File: config.mk
export PLATFORM = sky130hd
export DESIGN_NAME = tlb_fa
export DESIGN_NICKNAME = d
export VERILOG_FILES = /design/src/rtl/tlb_pkg.sv /design/src/rtl/tlb_lfsr.sv /design/src/rtl/tlb_cam.sv /design/src/rtl/tlb_victim.sv /design/src/rtl/tlb_fa.sv
export SDC_FILE = /design/constraint.sdc
export NUM_CORES = 2
export LEC_CHECK = 0
export BUFFER_PORTS_ARGS = -buffer_cell sky130_fd_sc_hd__buf_2
export CORE_MARGIN = 2
export CORE_UTILIZATION = 64
export CTS_BUF_LIST = sky130_fd_sc_hd__clkbuf_4
export CTS_CLUSTER_SIZE = 20
export DETAILED_ROUTE_END_ITERATION = 6
export PLACE_DENSITY = 0.82
export SYNTH_ARGS = -nofsm -noshare
export SYNTH_HDL_FRONTEND = slang
export SYNTH_SLANG_ARGS = --single-unit
File: constraint.sdc
create_clock -name clk -period 7.6 [get_ports clk]
set_input_delay 0.38 -clock clk [delete_from_list [all_inputs] [get_ports clk]]
set_output_delay 0.38 -clock clk [all_outputs]
set_load 0.02 [all_outputs]
File: src/rtl/tlb_pkg.sv
package tlb_pkg;
    localparam int unsigned VA_W      = 32;
    localparam int unsigned OFF_W     = 12;
    localparam int unsigned VPN_W     = VA_W - OFF_W;
    localparam int unsigned PPN_W     = 20;
    localparam int unsigned PA_W      = PPN_W + OFF_W;
    localparam int unsigned RAND_W    = 4;

    typedef enum logic [1:0] {
        ST_IDLE  = 2'd0,
        ST_HIT   = 2'd1,
        ST_MISS  = 2'd2
    } rsp_state_e;
endpackage

File: src/rtl/tlb_lfsr.sv
module tlb_lfsr #(
    parameter int unsigned W = tlb_pkg::RAND_W
) (
    input  logic         clk,
    input  logic         rst_n,
    output logic [W-1:0] rnd_q
);
    logic [W-1:0] rnd_d;

    always_comb begin
        rnd_d = {rnd_q[W-2:0], rnd_q[W-1] ^ rnd_q[W-2]};
    end

    always_ff @(posedge clk or negedge rst_n) begin
        if (!rst_n) rnd_q <= {{(W-1){1'b0}}, 1'b1};
        else        rnd_q <= rnd_d;
    end

    AST_LFSR_NONZERO: assert property (@(posedge clk) disable iff (!rst_n)
        rnd_q != '0) else $error("lfsr reached zero");
endmodule

File: src/rtl/tlb_cam.sv
module tlb_cam #(
    parameter int unsigned N    = 16,
    parameter int unsigned KW   = 20,
    localparam int unsigned IDXW = (N > 1) ? $clog2(N) : 1
) (
    input  logic                 clk,
    input  logic                 rst_n,
    input  logic [N-1:0]         valid_i,
    input  logic [N-1:0][KW-1:0] tag_i,
    input  logic [KW-1:0]        key_i,
    output logic [N-1:0]         match_o,
    output logic                 hit_o,
    output logic [IDXW-1:0]      idx_o
);
    for (genvar g = 0; g < N; g++) begin : g_cmp
        assign match_o[g] = valid_i[g] && (tag_i[g] == key_i);
    end

    always_comb begin
        idx_o = '0;
        for (int i = 0; i < N; i++) begin
            if (match_o[i]) idx_o = idx_o | IDXW'(i);
        end
    end

    assign hit_o = |match_o;

    AST_SINGLE_MATCH: assert property (@(posedge clk) disable iff (!rst_n)
        $onehot0(match_o)) else $error("several entries match one page");
endmodule

File: src/rtl/tlb_victim.sv
module tlb_victim #(
    parameter int unsigned N    = 16,
    parameter int unsigned RW   = 4,
    localparam int unsigned IDXW = (N > 1) ? $clog2(N) : 1
) (
    input  logic            clk,
    input  logic            rst_n,
    input  logic            fill_i,
    input  logic [N-1:0]    valid_i,
    input  logic            same_hit_i,
    input  logic [IDXW-1:0] same_idx_i,
    input  logic [RW-1:0]   rnd_i,
    output logic [IDXW-1:0] victim_o
);
    logic            any_free;
    logic [IDXW-1:0] free_idx;

    always_comb begin
        any_free = 1'b0;
        free_idx = '0;
        for (int i = N - 1; i >= 0; i--) begin
            if (!valid_i[i]) begin
                any_free = 1'b1;
                free_idx = IDXW'(i);
            end
        end
    end

    always_comb begin
        if (same_hit_i)    victim_o = same_idx_i;
        else if (any_free) victim_o = free_idx;
        else               victim_o = rnd_i[IDXW-1:0];
    end

    AST_FREE_FIRST: assert property (@(posedge clk) disable iff (!rst_n)
        (fill_i && !same_hit_i && !(&valid_i)) |-> !valid_i[victim_o])
        else $error("refill evicted a live entry while a free one existed");
endmodule

File: src/rtl/tlb_fa.sv
module tlb_fa #(
    parameter int unsigned ENTRIES = 16
) (
    input  logic        clk,
    input  logic        rst_n,
    input  logic        lk_valid,
    input  logic [31:0] lk_vaddr,
    input  logic        lk_write,
    input  logic        fill_valid,
    input  logic [19:0] fill_vpn,
    input  logic [19:0] fill_ppn,
    input  logic        flush,
    output logic        rsp_valid,
    output logic        rsp_hit,
    output logic        rsp_miss,
    output logic [31:0] rsp_paddr,
    output logic        rsp_dirty,
    output logic        rsp_ref
);
    import tlb_pkg::*;

    localparam int unsigned IDXW = (ENTRIES > 1) ? $clog2(ENTRIES) : 1;

    logic [ENTRIES-1:0]            valid_q, dirty_q, ref_q;
    logic [ENTRIES-1:0][VPN_W-1:0] vpn_q;
    logic [ENTRIES-1:0][PPN_W-1:0] ppn_q;

    logic [ENTRIES-1:0] lk_match, fl_match;
    logic               lk_hit, fl_same;
    logic [IDXW-1:0]    lk_idx, fl_same_idx, victim;
    logic [RAND_W-1:0]  rnd;

    rsp_state_e         state_q, state_d;
    logic [PPN_W-1:0]   r_ppn_q;
    logic [OFF_W-1:0]   r_off_q;
    logic               r_dirty_q, r_ref_q;

    tlb_lfsr #(.W(RAND_W)) u_lfsr (
        .clk   (clk),
        .rst_n (rst_n),
        .rnd_q (rnd)
    );

    tlb_cam #(.N(ENTRIES), .KW(VPN_W)) u_cam_lk (
        .clk     (clk),
        .rst_n   (rst_n),
        .valid_i (valid_q),
        .tag_i   (vpn_q),
        .key_i   (lk_vaddr[VA_W-1:OFF_W]),
        .match_o (lk_match),
        .hit_o   (lk_hit),
        .idx_o   (lk_idx)
    );

    tlb_cam #(.N(ENTRIES), .KW(VPN_W)) u_cam_fill (
        .clk     (clk),
        .rst_n   (rst_n),
        .valid_i (valid_q),
        .tag_i   (vpn_q),
        .key_i   (fill_vpn),
        .match_o (fl_match),
        .hit_o   (fl_same),
        .idx_o   (fl_same_idx)
    );

    tlb_victim #(.N(ENTRIES), .RW(RAND_W)) u_victim (
        .clk        (clk),
        .rst_n      (rst_n),
        .fill_i     (fill_valid),
        .valid_i    (valid_q),
        .same_hit_i (fl_same),
        .same_idx_i (fl_same_idx),
        .rnd_i      (rnd),
        .victim_o   (victim)
    );

    // Entry storage: hit updates first, refill overrides, flush overrides all.
    always_ff @(posedge clk or negedge rst_n) begin
        if (!rst_n) begin
            valid_q <= '0;
            dirty_q <= '0;
            ref_q   <= '0;
            vpn_q   <= '0;
            ppn_q   <= '0;
        end else if (flush) begin
            valid_q <= '0;
        end else begin
            if (lk_valid && lk_hit) begin
                ref_q[lk_idx] <= 1'b1;
                if (lk_write) dirty_q[lk_idx] <= 1'b1;
            end
            if (fill_valid) begin
                valid_q[victim] <= 1'b1;
                vpn_q[victim]   <= fill_vpn;
                ppn_q[victim]   <= fill_ppn;
                dirty_q[victim] <= 1'b0;
                ref_q[victim]   <= 1'b0;
            end
        end
    end

    // Response data captured from pre-edge contents.
    always_ff @(posedge clk or negedge rst_n) begin
        if (!rst_n) begin
            r_ppn_q   <= '0;
            r_off_q   <= '0;
            r_dirty_q <= 1'b0;
            r_ref_q   <= 1'b0;
        end else if (lk_valid) begin
            r_ppn_q   <= ppn_q[lk_idx];
            r_off_q   <= lk_vaddr[OFF_W-1:0];
            r_dirty_q <= dirty_q[lk_idx];
            r_ref_q   <= ref_q[lk_idx];
        end
    end

    // State register.
    always_ff @(posedge clk or negedge rst_n) begin
        if (!rst_n) state_q <= ST_IDLE;
        else        state_q <= state_d;
    end

    always_comb begin
        if (!lk_valid)   state_d = ST_IDLE;
        else if (lk_hit) state_d = ST_HIT;
        else             state_d = ST_MISS;
    end

    // Outputs from state.
    always_comb begin
        rsp_valid = 1'b0;
        rsp_hit   = 1'b0;
        rsp_miss  = 1'b0;
        rsp_paddr = '0;
        rsp_dirty = 1'b0;
        rsp_ref   = 1'b0;
        unique case (state_q)
            ST_IDLE: ;
            ST_HIT: begin
                rsp_valid = 1'b1;
                rsp_hit   = 1'b1;
                rsp_paddr = {r_ppn_q, r_off_q};
                rsp_dirty = r_dirty_q;
                rsp_ref   = r_ref_q;
            end
            ST_MISS: begin
                rsp_valid = 1'b1;
                rsp_miss  = 1'b1;
            end
            default: ;
        endcase
    end

    AST_RSP_NEXT_CYCLE: assert property (@(posedge clk) disable iff (!rst_n)
        lk_valid |=> rsp_valid) else $error("lookup gave no response");
    AST_NO_SPURIOUS_RSP: assert property (@(posedge clk) disable iff (!rst_n)
        !lk_valid |=> !rsp_valid) else $error("response without lookup");
    AST_HIT_MISS_EXCL: assert property (@(posedge clk) disable iff (!rst_n)
        !(rsp_hit && rsp_miss)) else $error("hit and miss together");
    AST_MISS_NO_ADDR: assert property (@(posedge clk) disable iff (!rst_n)
        rsp_miss |-> (rsp_paddr == '0 && !rsp_dirty && !rsp_ref))
        else $error("miss carried an address");
    AST_OFFSET_PASS: assert property (@(posedge clk) disable iff (!rst_n)
        lk_valid |=> (rsp_miss || rsp_paddr[OFF_W-1:0] == $past(lk_vaddr[OFF_W-1:0])))
        else $error("page offset altered");
    AST_FLUSH_EMPTIES: assert property (@(posedge clk) disable iff (!rst_n)
        flush |=> (valid_q == '0)) else $error("flush left a valid entry");
    AST_STORE_DIRTIES: assert property (@(posedge clk) disable iff (!rst_n)
        (lk_valid && lk_write && lk_hit && !flush && !fill_valid) |=> dirty_q[$past(lk_idx)])
        else $error("store hit left entry clean");
endmodule

==> flow_summary.yaml <==
grt:
  grt_util_met3_pct: 9.11
  grt_start_max_net_pins: 181
  overflow: 0
  track_usage_pct: 37.4
  antenna_found_initial: 3
  grt_util_met1_pct: 51.5
  grt_pass1_vias: 29700
  grt_use_met2_pct: 56.3
  grt-busiest-layer: "met2"
  grt_pass1_wl_mm: 179
floorplan:
  fp.dieArea_um2: 64300
  initial_core_util_pct: 64.6
  die_w_um: 254
  die_h_um: 254
  coreArea_um2: 61700
  ios: 115
  core.rowCount: 91
power:
  switchingPower_mw: 2.51
  intPower_mw: 6.51
  p_leak_nw: 20.6
  netSwitchingFraction_pct: 27.8
  powerDensity_nw_per_um2: 207
  clkPwrFrac_pct: 37.8
  seq_power_share_pct: 48.3
  p_comb_share_pct: 13.8
  vdd_drop_max_mv: 0.169
setup_path:
  path_class: "in -> reg"
  crit_path_max_fanout: 24
  start_kind: "input port"
  cp_data_required_time_ns: 8.51
  cpMostUsedCell: "buf_4"
  crit_buf_inv: 4
  cp_data_arrival_time_ns: 6.06
  cp-end-kind: "register"
  max_stage_delay_ns: 0.87
  crit_path_cell_trace: "dlygate4sd3_1 > buf_2 > buf_4 > xnor2_1 > nand4_1 > nor4_1 > a22oi_1 > o311ai_1 > or3_1 > nor3b_2 > o21ai_2 > or3_2 > buf_4 > mux2_4"
  cp_top_family: "simple AND/OR/NAND/NOR gates"
  critPathSlowestCell: "nor4_1"
drt:
  via_per_inst: 6.51
  avgRoutedWirePerCell_um: 26.7
  drtAntennaViolNets: 0
  drt_first_pass_iters: 7
  vias: 28900
  drt_iter0_drc: 3485
  drt-total-wl_mm: 119
  route.detailed.drc: 3
sta:
  period_share_pct: 67.8
  fmax_mhz: 194
  clock_skew_ns: 0.0555
  finalSetupViolCount: 0
  period_needed_ns: 5.15
  slew_viol_final: 0
  fin_hold_ws_ns: 0.118
  finalHoldViolations: 0
  setup-tns-final_ns: 0
  rsz0062_at_grt: "false"
  max_slew.worst_pin.slew_ns: 1.26
  slew_headroom_pct: 16.0
clock_network:
  clk_latency_ns: 1.06
  cts_resized: 0
  cts_tree: "yes"
  clk_pin_slew_ns: 0.06
  root_buffer: "clkbuf_4"
  cts_sinks: 728
  cts_htree_levels: 4
  cts_buffers: 189
  clk_path_buf_depth: 3
min_path:
  hold_class: "in -> reg"
layout:
  nets: 3550
  area_delta_synth_final_pct: 9.01
  layout.cells.most_common: "dfrtp_1"
  layout-drive-gt1-share_pct: 25.1
  layout_common_cells: "dfrtp_1 (727), xnor2_1 (466), mux2_2 (336)"
synth:
  synth_edf_count: 0
  synth_nets: 3375
  yosysSeqAreaShare_pct: 45.7
  yosysWarningCount: 0
  ys_ff_latch: 728
  syn_area_um2: 39900
  postSynthAreaPerCell_um2: 12.1
  synth-main-ff-cell: "dfrtp_1"
  synth_cell_types: 74
  postSynth.asyncResetShare_pct: 100
  synth_cells: 3295
placement:
  gp_congestion: 1.01
  dp_hpwl_mm: 75.2
  portBuffers: 114
outcome:
  failed_checks: "design-rule violations"
  outcome: "finished with violations"
run:
  drv_cap: 0
==> stage by stage <==
step / area, um2 / power (mW) / worst slack, ns / util (%) / std cells
floorplan: 39900 / 5.22 / 4.38 / - / 3295
global placement: 40400 / 5.56 / 2.23 / 65.5 / 4050
detailed placement: 40400 / 5.61 / 2.10 / 65.5 / 4050
finish: 43500 / 9.02 / 2.45 / 70.4 / 4437
CTS: 43500 / 9.04 / 2.80 / 70.4 / 4435
global route: 43500 / 9.39 / 2.44 / 70.4 / 4436
==> power by group through the flow <==
stage                     clock network (mW)  registers, mW  logic [mW]
after detailed placement                   0           4.42        1.19
after CTS                               3.46           4.35        1.23
final                                   3.41           4.36        1.25
after global placement                     0           4.40        1.16
after global routing                    3.67           4.39        1.33
after floorplan                            0           4.35       0.871
==> state kept, by name, summed over array words and instances, names as in the netlist, 2 cells and up <==
name,flops
ppn_q,320
vpn_q,320
r_ppn_q,20
dirty_q,16
ref_q,16
valid_q,16
r_off_q,12
u_lfsr.rnd_q,4
state_q,2
==> layout make-up <==
type / instances / area [um2]
clock inverter: 41 / 278
antenna: 2 / 5.00
tap: 837 / 1050
sequential: 728 / 18200
inverter: 20 / 75.1
multi-input combinational: 2284 / 20000
timing repair buffer: 247 / 1810
fill: 4418 / 18200
clock buffer: 278 / 2090
==> final timing paths <==
check                                          start                   endpoint  slack (ns)  cells past startpoint
hold reg to reg            u_lfsr.rnd_q[1]$_DFF_PN0_  u_lfsr.rnd_q[2]$_DFF_PN0_        0.40                      0
max in group asynchronous                      rst_n     vpn_q[193]$_DFFE_PN0P_        5.64                      5
setup reg to reg              vpn_q[145]$_DFFE_PN0P_      ppn_q[22]$_DFFE_PN0P_        2.69                     11
min in group asynchronous                      rst_n      vpn_q[12]$_DFFE_PN0P_        0.62                      4
hold / removal                           fill_vpn[8]     vpn_q[148]$_DFFE_PN0P_        0.12                      2
setup / recovery                         fill_vpn[2]      ppn_q[22]$_DFFE_PN0P_        2.45                     14
==> Yosys cell counts (all sizes together) (23+ instances only) <==
library cell,number,share of area [%]
xnor2,466,10
nor2,90,0.85
a22oi,31,0.60
nand4,147,2.3
mux2,675,19
xor2,175,3.8
dfrtp,727,46
mux2i,73,1.8
nand2,100,0.94
a21oi,36,0.45
nand3,69,0.87
mux4,23,1.3
nor4,85,1.3
nor3,34,0.49
clkbuf,64,0.60
and2,40,0.63
buf,199,3.7
a31oi,26,0.41
==> repair_timing <==
item                      4_1_cts  5_1_grt
buffers inserted                0        0
hold buffers                   66        0
hold endpoints to repair      647        0
==> layer usage <==
layer | wire length, um | vias up
met5 | 0 | -
li1 | - | 12200
met2 | 53000 | 1727
met1 | 47700 | 14700
met3 | 13200 | 363
met4 | 4780 | 0
==> kinds of logic after synthesis <==
group                      count (synthesis)  share of synthesized area [%]
muxes                                    771                           22.5
AOI/OAI and AO/OA                        212                           3.83
buffers and inverters                    283                           4.46
adders and majority gates                  2                         0.0627
xor gates and xnor gates                 641                           14.1
and+or+nand+nor                          658                           9.34
DFF                                      728                           45.7
No activity file was read; power rests on OpenSTA's default activity.
